--- src/rtl/sbuf_pkg.sv ---
package sbuf_pkg;
   localparam int CAUSE_W = 9;
   localparam int CB_TRIG = 0;
   localparam int CB_OVF  = 1;
   localparam int CB_UDF  = 2;
   localparam int CB_IFU  = 8;
   localparam logic [CAUSE_W-1:0] CAUSE_USED =
      (CAUSE_W'(1) << CB_TRIG) | (CAUSE_W'(1) << CB_OVF) |
      (CAUSE_W'(1) << CB_UDF)  | (CAUSE_W'(1) << CB_IFU);

   typedef struct packed {
      logic trig;
      logic ovf;
      logic udf;
      logic ifu;
   } sbuf_evt_t;
endpackage

--- src/rtl/sbuf_ram.sv ---
module sbuf_ram #(
   parameter int DATA_W    = 16,
   parameter int DEPTH     = 64,
   parameter bit RESET_MEM = 1'b1,
   localparam int AW       = $clog2(DEPTH)
) (
   input  logic              clk,
   input  logic              rst_n,
   input  logic              we,
   input  logic [AW-1:0]     waddr,
   input  logic [DATA_W-1:0] wdata,
   input  logic [AW-1:0]     raddr,
   output logic [DATA_W-1:0] rdata
);
   logic [DATA_W-1:0] mem_q [DEPTH];

   if (DEPTH < 2) begin : g_bad_depth
      $error("sbuf_ram: DEPTH must be at least 2");
   end
   if (DATA_W < 1) begin : g_bad_width
      $error("sbuf_ram: DATA_W must be at least 1");
   end

   if (RESET_MEM) begin : g_rst_mem
      always_ff @(posedge clk or negedge rst_n) begin
         if (!rst_n) begin
            for (int i = 0; i < DEPTH; i++) mem_q[i] <= '0;
         end else if (we) begin
            mem_q[waddr] <= wdata;
         end
      end
   end else begin : g_plain_mem
      always_ff @(posedge clk) begin
         if (we) mem_q[waddr] <= wdata;
      end
   end

   assign rdata = mem_q[raddr];
endmodule

--- src/rtl/sbuf_ctrl.sv ---
module sbuf_ctrl
   import sbuf_pkg::*;
#(
   parameter int DATA_W = 16,
   parameter int DEPTH  = 64,
   localparam int AW    = $clog2(DEPTH),
   localparam int CW    = $clog2(DEPTH + 1)
) (
   input  logic              clk,
   input  logic              rst_n,
   input  logic              chan_en,
   input  logic              wr_en,
   input  logic              rd_en,
   input  logic [CW-1:0]     trig_level,
   input  logic [DATA_W-1:0] mem_rdata,
   output logic              mem_we,
   output logic [AW-1:0]     mem_waddr,
   output logic [AW-1:0]     mem_raddr,
   output logic [CW-1:0]     fill,
   output logic [DATA_W-1:0] rd_data,
   output logic              evt_trig,
   output logic              evt_ovf,
   output logic              evt_udf
);
   localparam logic [CW-1:0] FULL_CNT = CW'(DEPTH);
   localparam logic [AW-1:0] LAST_PTR = AW'(DEPTH - 1);

   logic [AW-1:0]     wp_q, rp_q;
   logic [CW-1:0]     cnt_q;
   logic [DATA_W-1:0] out_q;
   logic              is_full, is_empty, wr_ok, rd_ok;

   if (DEPTH < 2) begin : g_bad_depth
      $error("sbuf_ctrl: DEPTH must be at least 2");
   end

   function automatic logic [AW-1:0] ptr_inc(input logic [AW-1:0] p);
      return (p == LAST_PTR) ? '0 : p + AW'(1);
   endfunction

   assign is_full  = (cnt_q == FULL_CNT);
   assign is_empty = (cnt_q == '0);
   assign wr_ok    = chan_en & wr_en & ~is_full;
   assign rd_ok    = chan_en & rd_en & ~is_empty;

   assign evt_ovf  = chan_en & wr_en & is_full;
   assign evt_udf  = chan_en & rd_en & is_empty;
   assign evt_trig = chan_en & (cnt_q <= trig_level);

   always_ff @(posedge clk or negedge rst_n) begin
      if (!rst_n) begin
         wp_q  <= '0;
         rp_q  <= '0;
         cnt_q <= '0;
         out_q <= '0;
      end else if (!chan_en) begin
         wp_q  <= '0;
         rp_q  <= '0;
         cnt_q <= '0;
      end else begin
         if (wr_ok) wp_q <= ptr_inc(wp_q);
         if (rd_ok) begin
            rp_q  <= ptr_inc(rp_q);
            out_q <= mem_rdata;
         end
         case ({wr_ok, rd_ok})
            2'b10:   cnt_q <= cnt_q + CW'(1);
            2'b01:   cnt_q <= cnt_q - CW'(1);
            default: cnt_q <= cnt_q;
         endcase
      end
   end

   assign mem_we    = wr_ok;
   assign mem_waddr = wp_q;
   assign mem_raddr = rp_q;
   assign fill      = cnt_q;
   assign rd_data   = out_q;

   AST_FILL_BOUND: assert property (@(posedge clk) disable iff (!rst_n)
      fill <= FULL_CNT);
   AST_FULL_WRITE_DROP: assert property (@(posedge clk) disable iff (!rst_n)
      (chan_en && wr_en && !rd_en && fill == FULL_CNT) |=> fill == FULL_CNT);
   AST_EMPTY_REPLAY: assert property (@(posedge clk) disable iff (!rst_n)
      (chan_en && rd_en && fill == '0) |=> $stable(rd_data));
   AST_DISABLE_FLUSH: assert property (@(posedge clk) disable iff (!rst_n)
      !chan_en |=> fill == '0);
endmodule

--- src/rtl/sbuf_cause.sv ---
module sbuf_cause
   import sbuf_pkg::*;
(
   input  logic               clk,
   input  logic               rst_n,
   input  sbuf_evt_t          evt,
   input  logic               clr_we,
   input  logic [CAUSE_W-1:0] clr_mask,
   output logic [CAUSE_W-1:0] cause
);
   logic [CAUSE_W-1:0] set_vec;
   logic               unused_clr;

   always_comb begin
      set_vec          = '0;
      set_vec[CB_TRIG] = evt.trig;
      set_vec[CB_OVF]  = evt.ovf;
      set_vec[CB_UDF]  = evt.udf;
      set_vec[CB_IFU]  = evt.ifu;
   end

   assign unused_clr = ^(clr_mask & ~CAUSE_USED) ^ ^(set_vec & ~CAUSE_USED);

   for (genvar i = 0; i < CAUSE_W; i++) begin : g_bit
      if (CAUSE_USED[i]) begin : g_flag
         logic flag_q;
         always_ff @(posedge clk or negedge rst_n) begin
            if (!rst_n) flag_q <= 1'b0;
            else        flag_q <= set_vec[i] | (flag_q & ~(clr_we & clr_mask[i]));
         end
         assign cause[i] = flag_q;

         AST_W1C_CLEARS: assert property (@(posedge clk) disable iff (!rst_n)
            (clr_we && clr_mask[i] && !set_vec[i]) |=> !cause[i]);
         AST_SET_WINS: assert property (@(posedge clk) disable iff (!rst_n)
            set_vec[i] |=> cause[i]);
      end else begin : g_zero
         assign cause[i] = 1'b0;
      end
   end
endmodule

--- src/rtl/sbuf_line_gate.sv ---
module sbuf_line_gate #(
   parameter int LANES = 2
) (
   input  logic             clk,
   input  logic             rst_n,
   input  logic             chan_en,
   input  logic             if_slot,
   input  logic             smp_valid,
   input  logic [LANES-1:0] line_p_in,
   input  logic [LANES-1:0] line_n_in,
   output logic [LANES-1:0] line_p,
   output logic [LANES-1:0] line_n,
   output logic             evt_ifu
);
   logic fatal_q;

   if (LANES < 1) begin : g_bad_lanes
      $error("sbuf_line_gate: LANES must be at least 1");
   end

   assign evt_ifu = chan_en & if_slot & ~smp_valid;

   always_ff @(posedge clk or negedge rst_n) begin
      if (!rst_n)        fatal_q <= 1'b0;
      else if (!chan_en) fatal_q <= 1'b0;
      else if (evt_ifu)  fatal_q <= 1'b1;
   end

   for (genvar l = 0; l < LANES; l++) begin : g_lane
      assign line_p[l] = line_p_in[l] & ~fatal_q;
      assign line_n[l] = line_n_in[l] & ~fatal_q;
   end

   AST_STARVE_FORCES_LOW: assert property (@(posedge clk) disable iff (!rst_n)
      evt_ifu |=> (line_p == '0 && line_n == '0));
   AST_FATAL_STICKY: assert property (@(posedge clk) disable iff (!rst_n)
      (fatal_q && chan_en) |=> fatal_q);
   AST_DISABLE_RELEASES: assert property (@(posedge clk) disable iff (!rst_n)
      !chan_en |=> (line_p == line_p_in && line_n == line_n_in));
endmodule

--- src/rtl/pcm_tx_sample_buf.sv ---
module pcm_tx_sample_buf
   import sbuf_pkg::*;
#(
   parameter int DATA_W    = 16,
   parameter int DEPTH     = 64,
   parameter int LANES     = 2,
   parameter bit RESET_MEM = 1'b1,
   localparam int AW       = $clog2(DEPTH),
   localparam int CW       = $clog2(DEPTH + 1)
) (
   input  logic               clk,
   input  logic               rst_n,
   input  logic               chan_en,
   input  logic               wr_en,
   input  logic [DATA_W-1:0]  wr_data,
   input  logic               rd_en,
   output logic [DATA_W-1:0]  rd_data,
   output logic [CW-1:0]      fill,
   input  logic [CW-1:0]      trig_level,
   input  logic               if_slot,
   input  logic               smp_valid,
   input  logic [LANES-1:0]   line_p_in,
   input  logic [LANES-1:0]   line_n_in,
   output logic [LANES-1:0]   line_p,
   output logic [LANES-1:0]   line_n,
   input  logic               clr_we,
   input  logic [CAUSE_W-1:0] clr_mask,
   output logic [CAUSE_W-1:0] cause
);
   logic              mem_we;
   logic [AW-1:0]     mem_waddr, mem_raddr;
   logic [DATA_W-1:0] mem_rdata;
   sbuf_evt_t         evt;

   sbuf_ram #(.DATA_W(DATA_W), .DEPTH(DEPTH), .RESET_MEM(RESET_MEM)) u_ram (
      .clk(clk), .rst_n(rst_n), .we(mem_we), .waddr(mem_waddr),
      .wdata(wr_data), .raddr(mem_raddr), .rdata(mem_rdata)
   );

   sbuf_ctrl #(.DATA_W(DATA_W), .DEPTH(DEPTH)) u_ctrl (
      .clk(clk), .rst_n(rst_n), .chan_en(chan_en), .wr_en(wr_en), .rd_en(rd_en),
      .trig_level(trig_level), .mem_rdata(mem_rdata), .mem_we(mem_we),
      .mem_waddr(mem_waddr), .mem_raddr(mem_raddr), .fill(fill), .rd_data(rd_data),
      .evt_trig(evt.trig), .evt_ovf(evt.ovf), .evt_udf(evt.udf)
   );

   sbuf_line_gate #(.LANES(LANES)) u_gate (
      .clk(clk), .rst_n(rst_n), .chan_en(chan_en), .if_slot(if_slot),
      .smp_valid(smp_valid), .line_p_in(line_p_in), .line_n_in(line_n_in),
      .line_p(line_p), .line_n(line_n), .evt_ifu(evt.ifu)
   );

   sbuf_cause u_cause (
      .clk(clk), .rst_n(rst_n), .evt(evt), .clr_we(clr_we),
      .clr_mask(clr_mask), .cause(cause)
   );

   AST_RESERVED_ZERO: assert property (@(posedge clk) disable iff (!rst_n)
      cause[7:3] == '0);
endmodule

--- config.mk ---
export PLATFORM = sky130hd
export DESIGN_NAME = pcm_tx_sample_buf
export DESIGN_NICKNAME = d
export VERILOG_FILES = /design/src/rtl/sbuf_pkg.sv /design/src/rtl/sbuf_ram.sv /design/src/rtl/sbuf_ctrl.sv /design/src/rtl/sbuf_cause.sv /design/src/rtl/sbuf_line_gate.sv /design/src/rtl/pcm_tx_sample_buf.sv
export SDC_FILE = /design/constraint.sdc
export NUM_CORES = 1
export LEC_CHECK = 0
export ABC_AREA = 0
export BUFFER_PORTS_ARGS = -buffer_cell sky130_fd_sc_hd__clkbuf_2
export CORE_UTILIZATION = 57
export CTS_CLUSTER_DIAMETER = 150
export DETAILED_ROUTE_END_ITERATION = 8
export GPL_ROUTABILITY_DRIVEN = 0
export PLACE_DENSITY = 0.87
export SLEW_MARGIN = 20
export SYNTH_ARGS = -nofsm -noshare
export SYNTH_HDL_FRONTEND = slang
export SYNTH_SLANG_ARGS = --single-unit
--- constraint.sdc ---
create_clock -name clk -period 3 [get_ports clk]
set_input_delay 0.3 -clock clk [delete_from_list [all_inputs] [get_ports clk]]
set_output_delay 0.3 -clock clk [all_outputs]
set_load 0.02 [all_outputs]
After elaboration in Yosys (flattened, before gate mapping). Cells that the tools add are included.

Bits in registers: 1064. Latch bits: 0. RAM bits: 0. Memory bits (read-only): 0. Memories: 0.

Add/sub/neg operators: 4. Multipliers: 0. Div/mod/pow operators: 0. Magnitude comparators: 4. Equal/unequal tests: 9. Shift operators: 0. Mux-type cells: 16. Bitwise operators: 35. Reduce and logical (&&, ||, !) cells: 3.

Operators by type and width (count): $bwmux W1024 (1); $bmux W16 S6 (1); $demux W16 S6 (1); $mux W16 (3); $mux W6 (6); $and A1 B1 Y1 (21); $ge A7 B7 Y1 const B (2); $not A6 Y7 (2); $pmux W7 S2 (1); $add A6 B1 Y6 const B (2); $eq A6 B6 Y1 const B (2); $not A1 Y1 (8); $add A7 B1 Y7 const B (1); $eq A7 B7 Y1 const B (1); $le A7 B7 Y1 (1); $logic_not A7 Y1 (1); $lt A7 B1 Y1 const B (1); $mux W7 (1); $sub A7 B1 Y7 const B (1); $ne A2 B1 Y1 const B (3); $or A1 B1 Y1 (4); $ne A3 B1 Y1 const B (1); $eq A2 B1 Y1 const B (1); $eq A2 B2 Y1 const B (1); 3 further kinds (4).

Depth between registers and ports, before layout. Gate-level depths: netlist of the first run.

Depth in word-level cells: 6. Mapped depth: 13. Depth with buffers taken out: 11.

Hierarchy. From an unflattened synthesis of the first run, not the netlist that was laid out.

Cells, all modules: 3249. Area total of the unflattened synthesis: 49421.1 um2.

Modules (own cells, without submodules): sbuf_ram (times used 1, cells an instance 3024, area each 47122.7 um2); sbuf_ctrl (times used 1, cells an instance 195, area each 2004.4 um2); sbuf_cause (times used 1, cells an instance 22, area each 216.5 um2); sbuf_line_gate (times used 1, cells an instance 8, area each 77.6 um2).

Worst setup path after synthesis of the first run. Ideal clock, no wire load.

Path kind: reg-to-reg. From: reg u_ctrl.cnt_q[1], in the netlist u_ctrl.fill[1]. To: reg u_ctrl.cnt_q[6], in the netlist u_ctrl.fill[6]. Setup time: 79 ps. Data arrival time: 3000 ps. Required time: 2921 ps. Setup slack: -80 ps. Stages on the path, launching flop included: 13. Buffers on the path: 2. Path through: dfrtp_1 -> buf_2 -> nor4_2 -> buf_2 -> a21oi_1 -> nand2b_1 -> xnor2_1 -> ha_1 -> or4_1 -> a211oi_1 -> a31oi_1 -> o21ai_0 -> mux2i_1.

Cells in the longest elaborated chain, start to end: 6. Elaborated cells between the ends (all ways): 13.

Ends and longest elaborated chain: from (decl) (RTL line sbuf_ctrl.sv:29) `logic [CW-1:0] cnt_q;`; from (signal assigned) (RTL line sbuf_ctrl.sv:67) `2'b10: cnt_q <= cnt_q + CW'(1);`; from (signal assigned) (RTL line sbuf_ctrl.sv:68) `2'b01: cnt_q <= cnt_q - CW'(1);`; from (signal assigned) (RTL line sbuf_ctrl.sv:69) `default: cnt_q <= cnt_q;`; parallel branches: the longest is 6 deep, another holds $sub A7 B1 Y7.

Several ways; the timed one is not identified. A chain may end at the register's enable or synchronous reset.

Final worst setup path of the first run.
From: reg u_ctrl.cnt_q[3], in the netlist u_ctrl.fill[3]. To: reg u_ram.mem_q[535] in the netlist's numbering.

Cells in the longest elaborated chain, start to end: 3.

Ends and longest elaborated chain: $eq A7 B7 Y1 (RTL line sbuf_ctrl.sv:41) `assign is_full = (cnt_q == FULL_CNT);`; $not A1 Y1 (RTL line sbuf_ctrl.sv:43) `assign wr_ok = chan_en & wr_en & ~is_full;`; $and A1 B1 Y1 (RTL line sbuf_ctrl.sv:43); to (signal, indexed assignment) (RTL line sbuf_ram.sv:29) `mem_q[waddr] <= wdata;`; to (decl) (RTL line sbuf_ram.sv:15) `logic [DATA_W-1:0] mem_q [DEPTH];`.

No other way between the ends.

==> impl_metrics.ini, run 1 <==
[synth]
yosys_warnings = 0
ys_seq_area_share_pct = 53.7
syn_area_sq_um = 49500
synth_ff_type = dfrtp_1
avgSynthCellArea_sq_um = 14.0
ys_ff_latch = 1064
yosys.area_share.xor_xnor_pct = 0.159
muxShareOfSynthArea_pct = 34.6
yosys.area_share.simple_pct = 3.19
yosys.area_share.adder_pct = 0.278
ys_types = 65
synth_area_leaders = dfrtp_1 (54%), mux2_2 (23%), mux2i_1 (6.8%), mux4_2 (4.4%), a22oi_1 (1.9%)
synth_top_family_by_area = multiplexers
async_flop_share_pct = 100
synth_top_area_cell = dfrtp_1
synth_edf_count = 0
synth_top_area_share_pct = 53.7
synth-compound-area-share_pct = 4.76
syn_inst = 3543

[grt]
grt_first_pass_wirelength_microns = 191000
overflow = 0
grt_use_total_pct = 27.9
grt_max_degree = 108
grt_pass1_vias = 32800
antenna_found_initial = 0

[flow_run]
max_cap_violations = 0

[floorplanning]
die_w_microns = 297
rows = 107
initial_core_util_pct = 57.8
die_h_microns = 297
ios = 80
dieArea_sq_um = 88100
coreArea_sq_um = 85700

[clock_network]
cts_buffers = 101
cts.sinks = 1064
insertion_delay_ns = 0.66
clkTransAtPathRegs_ns = 0.06
cts_setup_buffers = 0
clock-root-buffer = clkbuf_16
cts_tree = built
htree_levels = 3
clk_path_buf_depth = 3

[placement]
pre_cts_ws_ns = 0.126
dpl.hpwl_microns = 72600
numPortBuffers = 69

[route]
ant_nets = 0
drc_errors = 0
dr.pass1.iters = 7
drt_iter0_drc = 2569
vias = 30700
wire_per_inst_microns = 25.5
vias_per_cell = 6.40
finalWirelength_microns = 122000

[timing]
setup_viol = 0
finalHoldViolations = 0
worstMarginPinSlew_ns = 1.14
finalCritPeriodShare_pct = 99.2
rsz0062_at_grt = true
post-route-min-period_ns = 2.97
finalMaxSlewViolations = 0
relSlewSlack_pct = 23.7
final.setup.worst_slack_ns = 0.0254
finClkSkew_ns = 0.0130
tns_ns = 0
hold_ws_ns = 0.0229
max_freq_mhz = 336

[finish]
insertedDiodeCount = 0
fin_nets = 3633
areaGrowthSynthToFinish_pct = 11.2
layout-drive-gt1-share_pct = 44.3
n_fill_cell = 5869

[power]
powerDensity_nw_per_um2 = 674
peakVddDrop_v = 0.000723
leakage_uw = 0.0263

[critical_path]
r2r_cells = 7
startpoint_type = flop
rr_endpoint = u_ram.mem_q[535]
crit_fanout = 16
arrival_ns = 3.52
timing.rr.start = u_ctrl.fill[3]
reg2reg_slack_ns = 0.03
cp-endpoint = u_ram.mem_q[535]
path_class = reg -> reg
startpoint = u_ctrl.fill[3]
cp_data_required_time_ns = 3.54
endpoint_kind = flop

[min_path]
hp-class = in -> reg

[run_status]
outcome = finished clean
## how the worst min path moves through the flow
stage          startpoint  cells after the start                        endpoint
6_report          chan_en                      3  u_cause.g_bit[2].g_flag.flag_q
5_1_grt           if_slot                      3                  u_gate.fatal_q
4_1_cts           chan_en                      3  u_cause.g_bit[2].g_flag.flag_q
3_5_place_dp        rst_n                      1                u_ram.mem_q[841]
3_3_place_gp        rst_n                      1                u_ram.mem_q[889]
2_1_floorplan       rst_n                      0  u_cause.g_bit[0].g_flag.flag_q
## synthesized netlist by cell type (19+ instances only)
| master | n |
|---|---|
| a22oi_1 | 128 |
| a31oi_1 | 19 |
| buf_1 | 26 |
| buf_2 | 75 |
| buf_4 | 44 |
| clkbuf_1 | 177 |
| dfrtp_1 | 1064 |
| mux2_2 | 1023 |
| mux2i_1 | 339 |
| mux4_2 | 97 |
| nand2_1 | 162 |
| nand2_2 | 34 |
| nor2_1 | 34 |
| nor2_2 | 28 |
| o21ai_0 | 60 |
| o22ai_1 | 32 |
## timing repair
item | 4_1_cts | 5_1_grt
endpoints found under the setup margin | 0 | 17
hold buffers | 10 | 0
hold endpoints to repair | 118 | 0
gates resized for setup | 0 | 3
## stage by stage
stage	std cells	util (%)	area (sq um)	power, uW
6_report	4798	64.3	55100	37100
5_1_grt	4798	64.3	55100	38300
4_1_cts	4797	64.2	55000	37100
3_5_place_dp	4608	60.2	51500	24100
3_3_place_gp	4608	60.2	51500	24000
2_1_floorplan	3547	-	49600	21300
## cell families after synthesis
kind of cell	Yosys count
and+or+nand+nor	322
other	1
xor gates and xnor gates	9
DFF	1064
muxes	1461
adders and majority gates	11
AOI/OAI and AO/OA	329
buffers and inverters	346
## registers in the layout (all words and copies together), names as in the netlist
name and count:
u_ram.mem_q 1024, u_ctrl.mem_raddr 6, u_ctrl.fill 7, u_ctrl.mem_waddr 6
u_cause.g_bit.g_flag.flag_q 4, u_ctrl.rd_data 16, u_gate.fatal_q 1
## power by group
group / switching, uW / internal [uW]
Combinational: 5050 / 3540
Sequential: 487 / 15000
Clock: 5410 / 7570
## cells in the final DEF (no fill, tap or decap), types with 16 or more instances in the layout
| cell type | instances |
|---|---|
| nand2_1 | 162 |
| buf_4 | 151 |
| mux2_2 | 1023 |
| clkbuf_16 | 103 |
| a221oi_1 | 16 |
| o21ai_0 | 59 |
| a211oi_1 | 17 |
| o22ai_1 | 32 |
| clkbuf_8 | 32 |
| mux2i_1 | 339 |
| a31oi_1 | 19 |
| nor2_2 | 24 |
| clkbuf_1 | 19 |
| buf_12 | 30 |
| dfrtp_1 | 1061 |
| clkinv_2 | 17 |
| a22oi_1 | 128 |
| clkbuf_2 | 67 |
| nand2_2 | 34 |
| nor2_1 | 33 |
| o221ai_1 | 16 |
| mux4_2 | 97 |
## area by class of cell
cell class	instances	area, sq um	area share [%]
inverter	13	48.8	0.0886
clock buffer	154	3090	5.61
multi-input combinational	2137	21400	38.8
tap	1144	1430	2.60
timing repair buffer	261	2220	4.03
sequential	1064	26600	48.4
clock inverter	25	283	0.513
## worst max-delay path, cell delays in order, from the launching register on
cell     delay (ns)
dfrtp_1        0.40
nor4_4         0.07
buf_4          0.18
a31o_4         0.28
nor2_1         0.14
nand3_2        0.37
nor2_2         0.98
mux2_2         0.43
## routing by layer
| metal | share of wire, % | up-vias | GRT usage [%] |
|---|---|---|---|
| li1 | - | 13000 | - |
| met1 | 41 | 16200 | 36.8 |
| met3 | 7.1 | 271 | 5.55 |
| met5 | 0 | - | 0 |
| met4 | 4.4 | 0 | 12.4 |
| met2 | 48 | 1198 | 44.8 |
No activity file was read; power rests on OpenSTA's default activity.
==> run 2: changes to the inputs <==
Settings changed: MAX_ROUTING_LAYER set to met4.
==> impl_metrics.ini, run 2 (synthesis results as in run 1) <==
[run_status]
outcome = finished clean

[finish]
mostFrequentLayoutCells = dfrtp_1 (1061), mux2_2 (1023), mux2i_1 (339)
insertedDiodeCount = 0
n_fill_cell = 5880
layout-drive-gt1-share_pct = 44.3
areaGrowthSynthToFinish_pct = 11.1
fin_nets = 3632
top_register = u_ram.mem_q
utilization_pct = 64.2
largest_register_ffs = 1024
layout_commonest_cell = dfrtp_1
finish.instance_area_sq_um = 55000

[clock_network]
cts.sinks = 1064
insertion_delay_ns = 0.66
htree_levels = 3
cts_tree = built
cts_buffers = 101
clkTransAtPathRegs_ns = 0.06
clk_path_buf_depth = 3
clock-root-buffer = clkbuf_16
cts_setup_buffers = 0

[power]
leakage_uw = 0.0263
powerDensity_nw_per_um2 = 674
peakVddDrop_v = 0.000724
finalPower_uw = 37100

[critical_path]
slowest_stage = nor2_2
path_class = reg -> reg
slowest_delay_ns = 0.99
arrival_ns = 3.54
crit_fanout = 16
cp_data_required_time_ns = 3.54
rr_endpoint = u_ram.mem_q[535]
worstPathCellList = nor4_4 -> buf_4 -> a31o_4 -> nor2_1 -> nand3_2 -> nor2_2 -> mux2_2
timing.rr.start = u_ctrl.fill[3]
reg2reg_slack_ns = 0.005
r2r_cells = 7
endpoint_kind = flop
startpoint_type = flop

[timing]
finalMaxSlewViolations = 0
post-route-min-period_ns = 2.99
max_freq_mhz = 334
finalCritPeriodShare_pct = 99.8
relSlewSlack_pct = 23.4
setup_viol = 0
finalHoldViolations = 0
rsz0062_at_grt = true
hold_ws_ns = 0.0251
worstMarginPinSlew_ns = 1.15
finClkSkew_ns = 0.0126

[flow_run]
max_cap_violations = 0

[floorplanning]
rows = 107
die_w_microns = 297
initial_core_util_pct = 57.8
coreArea_sq_um = 85700
dieArea_sq_um = 88100
die_h_microns = 297
ios = 80

[route]
dr.pass1.iters = 6
drt_iter0_drc = 2773
drc_errors = 0
vias_per_cell = 6.40
wire_per_inst_microns = 25.5
finalWirelength_microns = 122000
ant_nets = 0
vias = 30700

[grt]
antenna_found_initial = 0
grt_use_total_pct = 28.7
grt_first_pass_wirelength_microns = 191000
overflow = 0
grt_max_degree = 108
grt_pass1_vias = 32800

[placement]
dpl.hpwl_microns = 72600
dpl_cell_area_sq_um = 51500
numPortBuffers = 69

[min_path]
hold_depth = 3
holdPathEnd = u_cause.g_bit[2].g_flag.flag_q
hold_path.startpoint = chan_en
hp-class = in -> reg
-- run 2: cell types whose count changed in the layout (fill, tap and decap cells not counted) --
cell	delta
buf_2	+1
clkbuf_2	-1
buf_16	-1
-- run 2: repair_timing --
| item | 4_1_cts | 5_1_grt |
|---|---|---|
| gates resized for setup | 0 | 3 |
| hold buffers | 10 | 0 |
| setup endpoints to repair | 0 | 18 |
| endpoints found under the hold margin | 118 | 0 |
-- run 2: cell type report --
class                           count  area (sq um)  share of cell area, %
Sequential cell                  1064         26600                   48.4
Multi-Input combinational cell   2137         21400                   38.8
Clock buffer                      154          3090                   5.61
Timing Repair Buffer              260          2190                   3.98
Tap cell                         1144          1430                   2.60
Clock inverter                     25           283                  0.514
Inverter                           13          48.8                 0.0887
-- run 2: power breakdown --
| group | leakage, uW | internal, uW | switching (uW) |
|---|---|---|---|
| clock | 0.00168 | 7570 | 5410 |
| combinational | 0.00998 | 3540 | 5030 |
| sequential | 0.0147 | 15000 | 489 |
-- run 2: worst max-delay path: cells and delay by family, from the launching register on --
kind | cells | cell delay (ns)
flops | 1 | 0.40
buf+inv | 1 | 0.18
compound gates | 1 | 0.28
mux | 1 | 0.42
simple gates | 4 | 1.57
-- run 2: how the worst max path moves through the flow --
stage / from / to / slack [ns] / cells after the start
detailed placement: wr_en / u_ram.mem_q[669] / 0.13 / 7
CTS: u_ctrl.fill[3] / u_ram.mem_q[148] / 0.07 / 7
global route: u_ctrl.fill[3] / u_ram.mem_q[148] / -0.06 / 7
global placement: wr_en / u_ram.mem_q[665] / 0.14 / 7
finish: u_ctrl.fill[3] / u_ram.mem_q[535] / 0.005 / 7
floorplan: u_ctrl.fill[1] / u_ctrl.fill[6] / 0.03 / 12
-- run 2: per-layer routing --
metal	global-route usage (%)	wire length [microns]	vias up
met5	-	0	-
met4	12.6	5420	0
met3	5.52	8260	265
met2	44.7	58500	1122
met1	36.8	49900	16300
li1	-	-	13000
-- run 2: per-stage QoR --
stage	instances	setup slack [ns]	TNS, ns
after floorplan	3547	0.0324	0
after global placement	4608	0.143	0
after detailed placement	4608	0.126	0
after CTS	4797	0.0700	0
after global routing	4797	-0.0573	-1.87
final	4797	0.00501	0
==> run 3: changes to the inputs <==
Clock period 3 ns to 2.6 ns, I/O delays scaled along.
==> impl_metrics.ini, run 3 (synthesis results as in run 1) <==
[critical_path]
cp_data_required_time_ns = 3.11
timing.rr.start = u_ctrl.mem_raddr[0]
worstPathCellList = buf_12 -> buf_16 -> mux4_2 -> nand2_1 -> nand2_1 -> o21ai_1 -> a221o_1 -> a31oi_1
slowest_stage = mux4_2
path_class = reg -> reg
crit_fanout = 19
slowest_delay_ns = 0.53
endpoint_kind = flop
crit_top_cell = nand2_1
arrival_ns = 3.13
r2r_cells = 8
reg2reg_slack_ns = -0.02
rr_endpoint = u_ctrl.rd_data[4]
startpoint_type = flop

[power]
power_frac_seq_pct = 40.5
p_int_uw = 31000
powerDensity_nw_per_um2 = 780
p_switching_uw = 13100
swShare_pct = 29.7
finalPower_uw = 44200
leakage_uw = 0.0271
peakVddDrop_v = 0.000632
clkPwrFrac_pct = 34.8
comb_power_share_pct = 24.7

[run_status]
violations = negative setup slack
outcome = finished with violations

[placement]
dpl.hpwl_microns = 75200
numPortBuffers = 69
place_inst = 4660

[route]
ant_nets = 0
vias = 31500
vias_per_cell = 6.48
drc_errors = 0
drt_iter0_drc = 2989
dr.pass1.iters = 6
finalWirelength_microns = 127000
wire_per_inst_microns = 26.1

[finish]
areaGrowthSynthToFinish_pct = 14.2
insertedDiodeCount = 0
stdcell_count = 4867
largest_register_ffs = 1024
n_fill_cell = 5527
layout-drive-gt1-share_pct = 45.6
top_register = u_ram.mem_q
layout_commonest_cell = dfrtp_1
fin_nets = 3700
mostFrequentLayoutCells = dfrtp_1 (1058), mux2_2 (1023), mux2i_1 (339)

[floorplanning]
coreArea_sq_um = 85700
rows = 107
die_w_microns = 297
ios = 80
die_h_microns = 297
dieArea_sq_um = 88100
initial_core_util_pct = 57.8

[timing]
tns_ns = -0.0255
post-route-min-period_ns = 2.62
finalMaxSlewViolations = 0
finalCritPeriodShare_pct = 101
final.setup.worst_slack_ns = -0.0168
worstMarginPinSlew_ns = 1.19
max_freq_mhz = 382
relSlewSlack_pct = 20.1
finClkSkew_ns = 0.0276
finalHoldViolations = 0
hold_ws_ns = 0.0763
rsz0062_at_grt = true
setup_viol = 2

[grt]
grt_first_pass_wirelength_microns = 196000
grt_max_degree = 120
overflow = 0
grt_pass1_vias = 33200
antenna_found_initial = 1
grt_use_total_pct = 29.5

[flow_run]
max_cap_violations = 0

[clock_network]
clock-root-buffer = clkbuf_16
cts_buffers = 101
cts.sinks = 1064
clk_path_buf_depth = 3
insertion_delay_ns = 0.66
clkTransAtPathRegs_ns = 0.06
cts_tree = built
htree_levels = 3

[min_path]
hold_path.startpoint = rd_en
hold_depth = 3
holdPathEnd = u_cause.g_bit[2].g_flag.flag_q
hp-class = in -> reg
-- run 3: worst max-delay path: cells and delay by family, from the launching register on --
family / cells / cell delay [ns]
mux: 1 / 0.53
flops: 1 / 0.48
simple gates: 2 / 0.23
buf+inv: 2 / 0.42
compound gates: 3 / 0.79
-- run 3: how the worst max path moves through the flow --
stage                        start                 to  slack (ns)  cells after the start
6_report       u_ctrl.mem_raddr[0]  u_ctrl.rd_data[4]       -0.02                      8
5_1_grt             u_ctrl.fill[4]     u_ctrl.fill[6]       -0.09                     11
4_1_cts             u_ctrl.fill[1]     u_ctrl.fill[6]      0.0007                     11
3_5_place_dp        u_ctrl.fill[4]     u_ctrl.fill[6]        -0.1                     11
3_3_place_gp        u_ctrl.fill[4]     u_ctrl.fill[6]       -0.04                     11
2_1_floorplan       u_ctrl.fill[4]     u_ctrl.fill[6]       -0.02                     11
-- run 3: power by group through the flow --
stage | logic [uW] | registers (uW) | clock network (uW)
floorplan | 6430 | 18200 | 0
global placement | 10100 | 18100 | 0
detailed placement | 10200 | 18100 | 0
CTS | 10400 | 17900 | 15400
global route | 11400 | 17900 | 16100
finish | 10900 | 17900 | 15400
-- run 3: cell type report --
cell class,instances,area [sq um],area share [%]
timing repair buffer,328,3520,6.23
clock inverter,39,505,0.893
clock buffer,142,2930,5.19
inverter,13,50.0,0.0885
tap,1144,1430,2.53
multi-input combinational,2137,21500,38.0
sequential,1064,26600,47.1
-- run 3: repair_timing --
item,4_1_cts,5_1_grt
setup endpoints to repair,89,245
pin swaps,2,3
hold buffers,13,0
endpoints found under the hold margin,94,0
setup buffers,2,7
cloned,0,4
gates resized for setup,6,29
-- run 3: metal layers --
layer,up-vias,part of all wire [%],routed length (microns),global-route usage (%)
met3,295,6.6,8370,4.35
met1,16800,41,51700,38.6
met5,-,0,0,-
li1,13200,-,-,-
met2,1285,49,62200,46.2
met4,0,3.9,4930,12.3
-- run 3: metrics by stage --
stage / utilization (%) / area (sq um) / setup slack (ns)
6_report: 66.0 / 56600 / -0.0168
5_1_grt: 66.0 / 56600 / -0.0863
4_1_cts: 65.7 / 56300 / 0.000695
3_5_place_dp: 61.4 / 52600 / -0.0958
3_3_place_gp: 61.4 / 52600 / -0.0377
2_1_floorplan: - / 49600 / -0.0181
